File: src/rtl/boot_sel_pkg.sv
package boot_sel_pkg;
  typedef enum logic [1:0] {
    BOOT_NONE = 2'b00,
    BOOT_DL   = 2'b01,
    BOOT_EXT  = 2'b10,
    BOOT_INT  = 2'b11
  } boot_mode_e;

  typedef enum logic [1:0] {
    SEQ_ID,
    SEQ_FETCH,
    SEQ_DONE
  } seq_st_e;

  typedef enum logic [1:0] {
    FET_IDLE,
    FET_HI,
    FET_LO
  } fet_st_e;
endpackage

File: src/rtl/boot_id_detect.sv
module boot_id_detect #(
  parameter int HOLD   = 8,
  parameter int PHASES = 4
) (
  input  logic clk_i,
  input  logic rst_ni,
  input  logic sda_i,
  input  logic scl_i,
  output logic found_o,
  output logic fail_o
);
  localparam int CW = (HOLD > 1) ? $clog2(HOLD) : 1;
  localparam int PW = (PHASES > 1) ? $clog2(PHASES) : 1;

  logic [CW-1:0] cnt_q;
  logic [PW-1:0] phase_q;
  logic [1:0]    line, expect_v;

  assign line     = {sda_i, scl_i};
  assign expect_v = phase_q[0] ? 2'b10 : 2'b01;

  always_ff @(posedge clk_i or negedge rst_ni) begin
    if (!rst_ni) begin
      cnt_q   <= '0;
      phase_q <= '0;
      found_o <= 1'b0;
      fail_o  <= 1'b0;
    end else if (!found_o && !fail_o) begin
      if (line == expect_v) begin
        if (cnt_q == CW'(HOLD - 1)) begin
          cnt_q <= '0;
          if (phase_q == PW'(PHASES - 1)) found_o <= 1'b1;
          else                            phase_q <= phase_q + 1'b1;
        end else begin
          cnt_q <= cnt_q + 1'b1;
        end
      end else begin
        fail_o <= 1'b1;
      end
    end
  end

  // one verdict only, and it sticks
  a_r3_single_verdict: assert property (@(posedge clk_i) disable iff (!rst_ni)
    !(found_o && fail_o));
  a_r3_verdict_sticks: assert property (@(posedge clk_i) disable iff (!rst_ni)
    (found_o || fail_o) |=> $stable({found_o, fail_o}));
endmodule

File: src/rtl/boot_sig_fetch.sv
module boot_sig_fetch
  import boot_sel_pkg::*;
#(
  parameter int              ADDR_W = 16,
  parameter int              TMO    = 16,
  parameter logic [ADDR_W-1:0] HI_ADDR = 16'hFFD6,
  parameter logic [15:0]     MAGIC  = 16'hA55A
) (
  input  logic              clk_i,
  input  logic              rst_ni,
  input  logic              start_i,
  output logic              req_o,
  output logic [ADDR_W-1:0] addr_o,
  input  logic [7:0]        rdata_i,
  input  logic              ack_i,
  output logic              fin_o,
  output logic              ext_o
);
  localparam int TW = (TMO > 1) ? $clog2(TMO) : 1;

  fet_st_e       st_q;
  logic [TW-1:0] wcnt_q;
  logic [7:0]    hi_q;
  logic          tmo;

  assign req_o  = (st_q != FET_IDLE);
  assign addr_o = (st_q == FET_LO) ? HI_ADDR + 1'b1 : HI_ADDR;
  assign tmo    = req_o && !ack_i && (wcnt_q == TW'(TMO - 1));
  assign fin_o  = ((st_q == FET_LO) && ack_i) || tmo;
  assign ext_o  = (st_q == FET_LO) && ack_i && ({hi_q, rdata_i} == MAGIC);

  always_ff @(posedge clk_i or negedge rst_ni) begin
    if (!rst_ni) begin
      st_q   <= FET_IDLE;
      wcnt_q <= '0;
      hi_q   <= '0;
    end else begin
      case (st_q)
        FET_IDLE: if (start_i) begin
          st_q   <= FET_HI;
          wcnt_q <= '0;
        end
        FET_HI: begin
          if (ack_i) begin
            hi_q   <= rdata_i;
            st_q   <= FET_LO;
            wcnt_q <= '0;
          end else if (tmo) st_q <= FET_IDLE;
          else              wcnt_q <= wcnt_q + 1'b1;
        end
        FET_LO: begin
          if (ack_i || tmo) st_q <= FET_IDLE;
          else              wcnt_q <= wcnt_q + 1'b1;
        end
        default: st_q <= FET_IDLE;
      endcase
    end
  end

  // address held while a request waits
  a_r4_addr_hold: assert property (@(posedge clk_i) disable iff (!rst_ni)
    (req_o && !ack_i && !tmo) |=> (req_o && $stable(addr_o)));
  // low byte is only requested right after the high byte was acknowledged
  a_r4_hi_first: assert property (@(posedge clk_i) disable iff (!rst_ni)
    (req_o && addr_o == HI_ADDR && ack_i) |=> (req_o && addr_o == HI_ADDR + 1'b1));
endmodule

File: src/rtl/boot_sel.sv
module boot_sel
  import boot_sel_pkg::*;
#(
  parameter int                HOLD_CYC  = 8,
  parameter int                ID_PHASES = 4,
  parameter int                ACK_TMO   = 16,
  parameter int                ADDR_W    = 16,
  parameter logic [ADDR_W-1:0] SIG_ADDR  = 16'hFFD6,
  parameter logic [15:0]       SIG_MAGIC = 16'hA55A
) (
  input  logic              clk_i,
  input  logic              rst_ni,
  input  logic              sda_i,
  input  logic              scl_i,
  output logic              mem_req_o,
  output logic [ADDR_W-1:0] mem_addr_o,
  input  logic [7:0]        mem_rdata_i,
  input  logic              mem_ack_i,
  output logic [1:0]        boot_mode_o,
  output logic              boot_done_o
);
  seq_st_e    st_q;
  boot_mode_e mode_q;
  logic       done_q, id_found, id_fail, fet_start, fet_fin, fet_ext;

  boot_id_detect #(.HOLD(HOLD_CYC), .PHASES(ID_PHASES)) u_id (
    .clk_i, .rst_ni, .sda_i, .scl_i,
    .found_o (id_found),
    .fail_o  (id_fail)
  );

  assign fet_start = (st_q == SEQ_ID) && id_fail;

  boot_sig_fetch #(
    .ADDR_W(ADDR_W), .TMO(ACK_TMO), .HI_ADDR(SIG_ADDR), .MAGIC(SIG_MAGIC)
  ) u_fetch (
    .clk_i, .rst_ni,
    .start_i (fet_start),
    .req_o   (mem_req_o),
    .addr_o  (mem_addr_o),
    .rdata_i (mem_rdata_i),
    .ack_i   (mem_ack_i),
    .fin_o   (fet_fin),
    .ext_o   (fet_ext)
  );

  always_ff @(posedge clk_i or negedge rst_ni) begin
    if (!rst_ni) begin
      st_q   <= SEQ_ID;
      mode_q <= BOOT_NONE;
      done_q <= 1'b0;
    end else begin
      done_q <= 1'b0;
      case (st_q)
        SEQ_ID: begin
          if (id_found) begin
            mode_q <= BOOT_DL;
            done_q <= 1'b1;
            st_q   <= SEQ_DONE;
          end else if (id_fail) st_q <= SEQ_FETCH;
        end
        SEQ_FETCH: if (fet_fin) begin
          mode_q <= fet_ext ? BOOT_EXT : BOOT_INT;
          done_q <= 1'b1;
          st_q   <= SEQ_DONE;
        end
        default: st_q <= SEQ_DONE;
      endcase
    end
  end

  assign boot_mode_o = mode_q;
  assign boot_done_o = done_q;


  a_r8_done_pulse: assert property (@(posedge clk_i) disable iff (!rst_ni)
    boot_done_o |=> !boot_done_o);
  a_r8_mode_hold: assert property (@(posedge clk_i) disable iff (!rst_ni)
    (st_q == SEQ_DONE) |=> ($stable(boot_mode_o) && !mem_req_o));
  a_r8_mode_valid: assert property (@(posedge clk_i) disable iff (!rst_ni)
    boot_done_o |-> (boot_mode_o != 2'b00));
  // no memory traffic while the pattern is still being checked
  a_r3_no_early_req: assert property (@(posedge clk_i) disable iff (!rst_ni)
    (st_q == SEQ_ID) |-> !mem_req_o);
endmodule

File: config.mk
export PLATFORM = sky130hd
export DESIGN_NAME = boot_sel
export DESIGN_NICKNAME = d
export VERILOG_FILES = /design/src/rtl/boot_sel_pkg.sv /design/src/rtl/boot_id_detect.sv /design/src/rtl/boot_sig_fetch.sv /design/src/rtl/boot_sel.sv
export SDC_FILE = /design/constraint.sdc
export NUM_CORES = 1
export LEC_CHECK = 0
export ABC_AREA = 1
export BUFFER_PORTS_ARGS = -buffer_cell sky130_fd_sc_hd__clkbuf_2
export CAP_MARGIN = 20
export CORE_ASPECT_RATIO = 1.5
export CORE_MARGIN = 4
export CORE_UTILIZATION = 50
export CTS_CLUSTER_SIZE = 25
export DETAILED_ROUTE_END_ITERATION = 12
export PLACE_DENSITY = 0.74
export REMOVE_ABC_BUFFERS = 1
export SYNTH_ARGS = -nofsm -noshare
export SYNTH_HDL_FRONTEND = slang
export SYNTH_SLANG_ARGS = --single-unit
export TNS_END_PERCENT = 10
File: constraint.sdc
create_clock -name clk_i -period 1.76 [get_ports clk_i]
set_input_delay 0.352 -clock clk_i [delete_from_list [all_inputs] [get_ports clk_i]]
set_output_delay 0.352 -clock clk_i [all_outputs]
set_load 0.01 [all_outputs]
* Yosys cells after proc, flatten, opt, wreduce, memory -nomap -nowiden
Cells that the tools add are included.
** Operators by class
- Add/sub/neg operators :: 3
- Multipliers :: 0
- Divide/modulo/power cells :: 0
- Order comparisons :: 0
- Equal/unequal tests :: 16
- Shift-type cells :: 0
- Mux-type cells :: 24
- Bitwise operators :: 2
- Reductions and logical operators :: 25
** Operators by type and width (number)
- $mux 2 :: 10
- $eq 16x16->1 const B :: 1
- $mux 4 :: 4
- $pmux 4 s3 :: 1
- $reduce_and 4->1 :: 3
- $ne 2x2->1 const B :: 4
- $pmux 2 s2 :: 2
- $reduce_and 2->1 :: 4
- $logic_and 1x1->1 :: 6
- $pmux 2 s3 :: 1
- $reduce_and 3->1 :: 2
- $add 4x1->4 const B :: 1
- $eq 2x1->1 const B :: 2
- $eq 2x2->1 const B :: 2
- $eq 4x4->1 const B :: 1
- $logic_not 2->1 :: 2
- $mux 1 :: 4
- $reduce_bool 2->1 :: 2
- $add 3x1->3 const B :: 1
- $eq 3x3->1 const B :: 1
- $logic_not 1->1 :: 3
- $mux 3 :: 1
- $ne 3x1->1 const B :: 1
- $ne 3x2->1 const B :: 1
- 8 further kinds :: 10
** Storage, ports and cells
- Register bits after elaboration :: 26
- Bits in latches :: 0
- Memory bits (writable) :: 0
- ROM bits :: 0
- Input bits :: 13
- Logic and storage cells :: 80
- Memories :: 0

* Logic depth before layout (Yosys ltp)
- Word-level depth :: 6
- Gate-level depth with buffers :: 10

* Hierarchy
From an unflattened synthesis, not the netlist that was laid out.
** Second synthesis, totals
- Cells, all modules :: 195
- Area total of the unflattened synthesis :: 1554.0 µm²
** By module, submodules not included
- boot_sig_fetch :: instances 1, cells each 122, area each 934.6 µm², seq. area each 350.3 µm²
- boot_id_detect :: instances 1, cells each 47, area each 392.9 µm², seq. area each 175.2 µm²
- boot_sel :: instances 1, cells each 26, area each 226.5 µm², seq. area each 125.1 µm²

* Least setup slack after synthesis
OpenSTA, ideal clock, no wires.
- Kind :: reg2reg
- From :: reg u_fetch.st_q[0]
- To :: reg u_fetch.wcnt_q[3]
- Setup time :: 65 ps
- Arrival :: 1235 ps
- Slack :: 460 ps
- Cell stages (with the launch flop) :: 9
- Period minus slack after synthesis :: 1300 ps
- Cells stage by stage :: dfrtp_1 > inv_1 > ha_1 > inv_1 > nand2_1 > nand3_1 > nor2_1 > nand3_1 > nand2_1
** Between the ends
- Longest elaborated chain between the ends :: 6
- Elaborated cells on any way between the ends :: 13
- Classes of those cells :: eq/ne (5); mux (1); reduce/logical (7)
** Ends and longest elaborated chain
- from (decl) :: line boot_sig_fetch.sv:21 : fet_st_e st_q;
- from (signal assigned) :: line boot_sig_fetch.sv:34 : st_q <= FET_IDLE;
- from (signal assigned) :: line boot_sig_fetch.sv:40 : st_q <= FET_HI;
- from (signal assigned) :: line boot_sig_fetch.sv:46 : st_q <= FET_LO;
- $reduce_bool 2->1 :: line boot_sig_fetch.sv:26 : assign req_o = (st_q != FET_IDLE);
- $logic_and 1x1->1 (2 in a row) :: line boot_sig_fetch.sv:28 : assign tmo = req_o && !ack_i && (wcnt_q == TW'(TMO - 1));
- $logic_or 1x1->1 :: line boot_sig_fetch.sv:52 : if (ack_i || tmo) st_q <= FET_IDLE;
- $ne 2x2->1 (no line)
- $reduce_and 4->1 (no line)
- to (signal assigned) :: line boot_sig_fetch.sv:49 : else wcnt_q <= wcnt_q + 1'b1;
- to (signal assigned) :: line boot_sig_fetch.sv:53 : else wcnt_q <= wcnt_q + 1'b1;
- to (decl) :: line boot_sig_fetch.sv:22 : logic [TW-1:0] wcnt_q;
Several ways; a longest one is shown, not always the timed one.
A chain may end at the register's enable or synchronous reset.

* Worst setup path in the final report
- From :: reg u_fetch.st_q[0]
- To :: out mem_addr_o[0]
** Between the ends
- Longest elaborated chain between the ends :: 2
** Ends and longest elaborated chain
- $eq 2x2->1 :: line boot_sig_fetch.sv:27 : assign addr_o = (st_q == FET_LO) ? HI_ADDR + 1'b1 : HI_ADDR;
- $mux 1 :: line boot_sig_fetch.sv:27
- to (decl) :: line boot_sel.sv:16 : output logic [ADDR_W-1:0] mem_addr_o,
No other way between the ends.

==> qor.log <==
[status] outcome finished clean
[global_routing] wire length of the first global-routing pass 4110 um
[die] core region area 2910 um2
[routing] TritonRoute pass-1 iters 4
[clock_tree] number of H-tree levels 1
[routing] wire length per cell 9.74 um
[clock_tree] TritonCTS clock tree yes
[setup_path] worst path arrival time 1150 ps
[layout] Total Nets Final 226
[timing] RSZ-0062 raised after global routing no
[global_routing] residual overflow from global routing 0
[clock_tree] hold buffer count at cts 0
[clock_tree] sinks on the clock net 26
[power] static leakage 0.924 nW
[placed_design] routability cong. 0.738
[routing] Vias/cell 4.51
[clock_tree] clock tree buffer depth 2
[logic_synthesis] average instance area after synthesis 8.11 um2
[layout] share of cells above drive strength 1 0.205
[layout] number of inserted filler cells in the final layout 289
[layout] most frequent cells in the layout sky130_fd_sc_hd__nand2_1, sky130_fd_sc_hd__dfrtp_1, sky130_fd_sc_hd__inv_1
[setup_path] required time worst endpoint 1410 ps
[die] width of the chip 53.0 um
[layout] antenna fix cells 0
[setup_path] Reg2Reg Launch Point u_fetch.st_q[0]
[global_routing] vias in the first global route 1001
[timing] Hold Violations, Final 0
[min_path] worst hold-check path type input port to async pin
[die] overall die area 4000 um2
[setup_path] crit start category register
[timing] Worst Max-Slew Pin Slew 623 ps
[power] worst-case vdd ir drop 413 uV
[setup_path] setup slack of the worst register-to-register path 350 ps
[logic_synthesis] YS warnings 0
[timing] post-layout minimum cycle time 1500 ps
[setup_path] Reg2Reg Depth 8
[clock_tree] CTS-repair resized insts 0
[timing] Peak Freq 668 MHz
[timing] Total Neg Setup Slack 0 ps
[logic_synthesis] number of distinct library cells after synthesis 23
[power] pwr/cell area 625 nW/um2
[timing] slew margin rel. 0.585
[timing] number of setup violations in the final report 0
[routing] vias after detailed routing 1101
[setup_path] reg-to-reg endpoint u_fetch.wcnt_q[3]
[clock_tree] cts bufs inserted 3
[setup_path] CP Max Fanout 4
[clock_tree] clk root buf sky130_fd_sc_hd__clkbuf_8
[timing] Setup WS post-layout 263 ps
[layout] most frequent standard cell in the layout excluding fill and tap cells sky130_fd_sc_hd__nand2_1
[placed_design] pre-CTS setup slack 363 ps
[logic_synthesis] gate count of the mapped netlist 187
[clock_tree] clock transition at the registers of the reported paths 80 ps
[timing] Final Skew 2.91 ps
[die] DIE HEIGHT 75.5 um
[routing] antenna viol nets, final 0
[placed_design] detailed placer's ending HPWL 1950 um
[global_routing] overall routing resource usage 0.137
[logic_synthesis] Post-Synthesis Cell Area 1520 um2
[timing] total count of max-transition violations in the final report 0
[die] site row count 24
[placed_design] IO Port Bufs 17
[logic_synthesis] share of the synthesized area in the top cell type 0.429
[logic_synthesis] top post-synthesis cells by area sky130_fd_sc_hd__dfrtp_1, sky130_fd_sc_hd__nand2_1, sky130_fd_sc_hd__buf_4
[layout] area growth from synthesis to layout 7.51%
[setup_path] origin of the worst setup path u_fetch.st_q[0]
[global_routing] number of antenna violations at the first check in global routing 0
[timing] Period Utilization, post-route 0.851
[logic_synthesis] register area share after synthesis 0.429
[die] IO Count 33
[power] Overall Power 1.02 mW
[clock_tree] Setup Fix Bufs, Post-CTS 0
[global_routing] maximum number of pins on one net before global-route repair 27
[logic_synthesis] most area-hungry cell type in the Yosys netlist sky130_fd_sc_hd__dfrtp_1
[die] effective utilization at floorplan 0.521
[logic_synthesis] post-synthesis sequential element count 26
[layout] sequential cell area 651 um2
[routing] Detailed Route WL 2380 um
[run] maximum capacitance violations 0
[routing] remaining routing DRC violations 0
[layout] area of combinational cells with multiple inputs 689 um2
[clock_tree] Worst-Skew Late Latency 260 ps
[routing] DR iter-0 viols 13
[setup_path] type of element capturing the critical path output port
[setup_path] category of the critical setup timing path register to output port
[routing by layer]
| layer | share of wire | global-route usage | vias up | wire length, um |
|---|---|---|---|---|
| li1 | - | - | 582 | - |
| met1 | 0.42 | 0.155 | 494 | 996 |
| met2 | 0.53 | 0.251 | 21 | 1250 |
| met3 | 0.038 | 0.0176 | 4 | 91 |
| met4 | 0.015 | 0.0597 | 0 | 36 |
| met5 | 0 | 0 | - | 0 |
[sequential cells by signal (all words and copies together), names as in the netlist]
register        flops
st_q                2
boot_done_o         1
u_id.phase_q        2
u_fetch.hi_q        8
u_fetch.wcnt_q      4
u_id.cnt_q          3
boot_mode_o         2
u_id.found_o        1
u_fetch.st_q        2
u_id.fail_o         1
[power breakdown]
part           total, mW  internal (mW)  leakage (nW)  switching [mW]
Clock              0.365          0.199        0.0288           0.165
Combinational     0.0554         0.0151         0.556          0.0403
Sequential         0.599          0.598         0.340        0.000791
[worst max-delay path by stage]
stage	to	slack [ps]	cells past startpoint
floorplan	u_fetch.wcnt_q[3]	460	8
detailed placement	u_fetch.wcnt_q[3]	360	8
CTS	mem_addr_o[0]	230	3
finish	mem_addr_o[0]	260	3
global placement	u_fetch.wcnt_q[1]	350	8
global route	mem_req_o	170	4
[synth_stat cells (all sizes together)]
cell type   n
o21bai      1
o21ai       9
nor2       13
dfrtp      26
inv        27
mux2        4
nand4       1
a21oi       1
nand3      16
nand2      58
ha          7
conb        2
buf        16
nor3        5
xnor2       1
[final cells by class]
cell class | instances | area share
inverters | 27 | 0.0622
repair buffers | 17 | 0.0522
multi-input cells | 131 | 0.423
clock buffers | 4 | 0.0338
well taps | 39 | 0.0299
flip-flops and latches | 26 | 0.399
[critical path, cell delays in order, from the launching register on]
cell,delay (ps)
sky130_fd_sc_hd__dfrtp_1,400
sky130_fd_sc_hd__inv_1,80
sky130_fd_sc_hd__ha_1,240
sky130_fd_sc_hd__clkbuf_2,160
[cells by family after synthesis]
group	Yosys count	share of synthesized area
adder cells (fa/ha/maj)	7	0.0578
XOR/XNOR	1	0.00578
flip-flops	26	0.429
AO/OA/AOI/OAI	11	0.0429
buffers and inverters	43	0.149
AND/OR/NAND/NOR	93	0.279
other	2	0.00495
multiplexers	4	0.0322
[metrics by stage]
stage	util	hold WS (ps)	cells	instance area (um2)
after global routing	0.560	128	244	1630
after detailed placement	0.541	403	240	1580
after CTS	0.560	104	244	1630
after global placement	0.541	403	240	1580
final	0.560	87.8	244	1630
after floorplan	-	56.4	184	1440
Power figures use the tool's default switching activity.
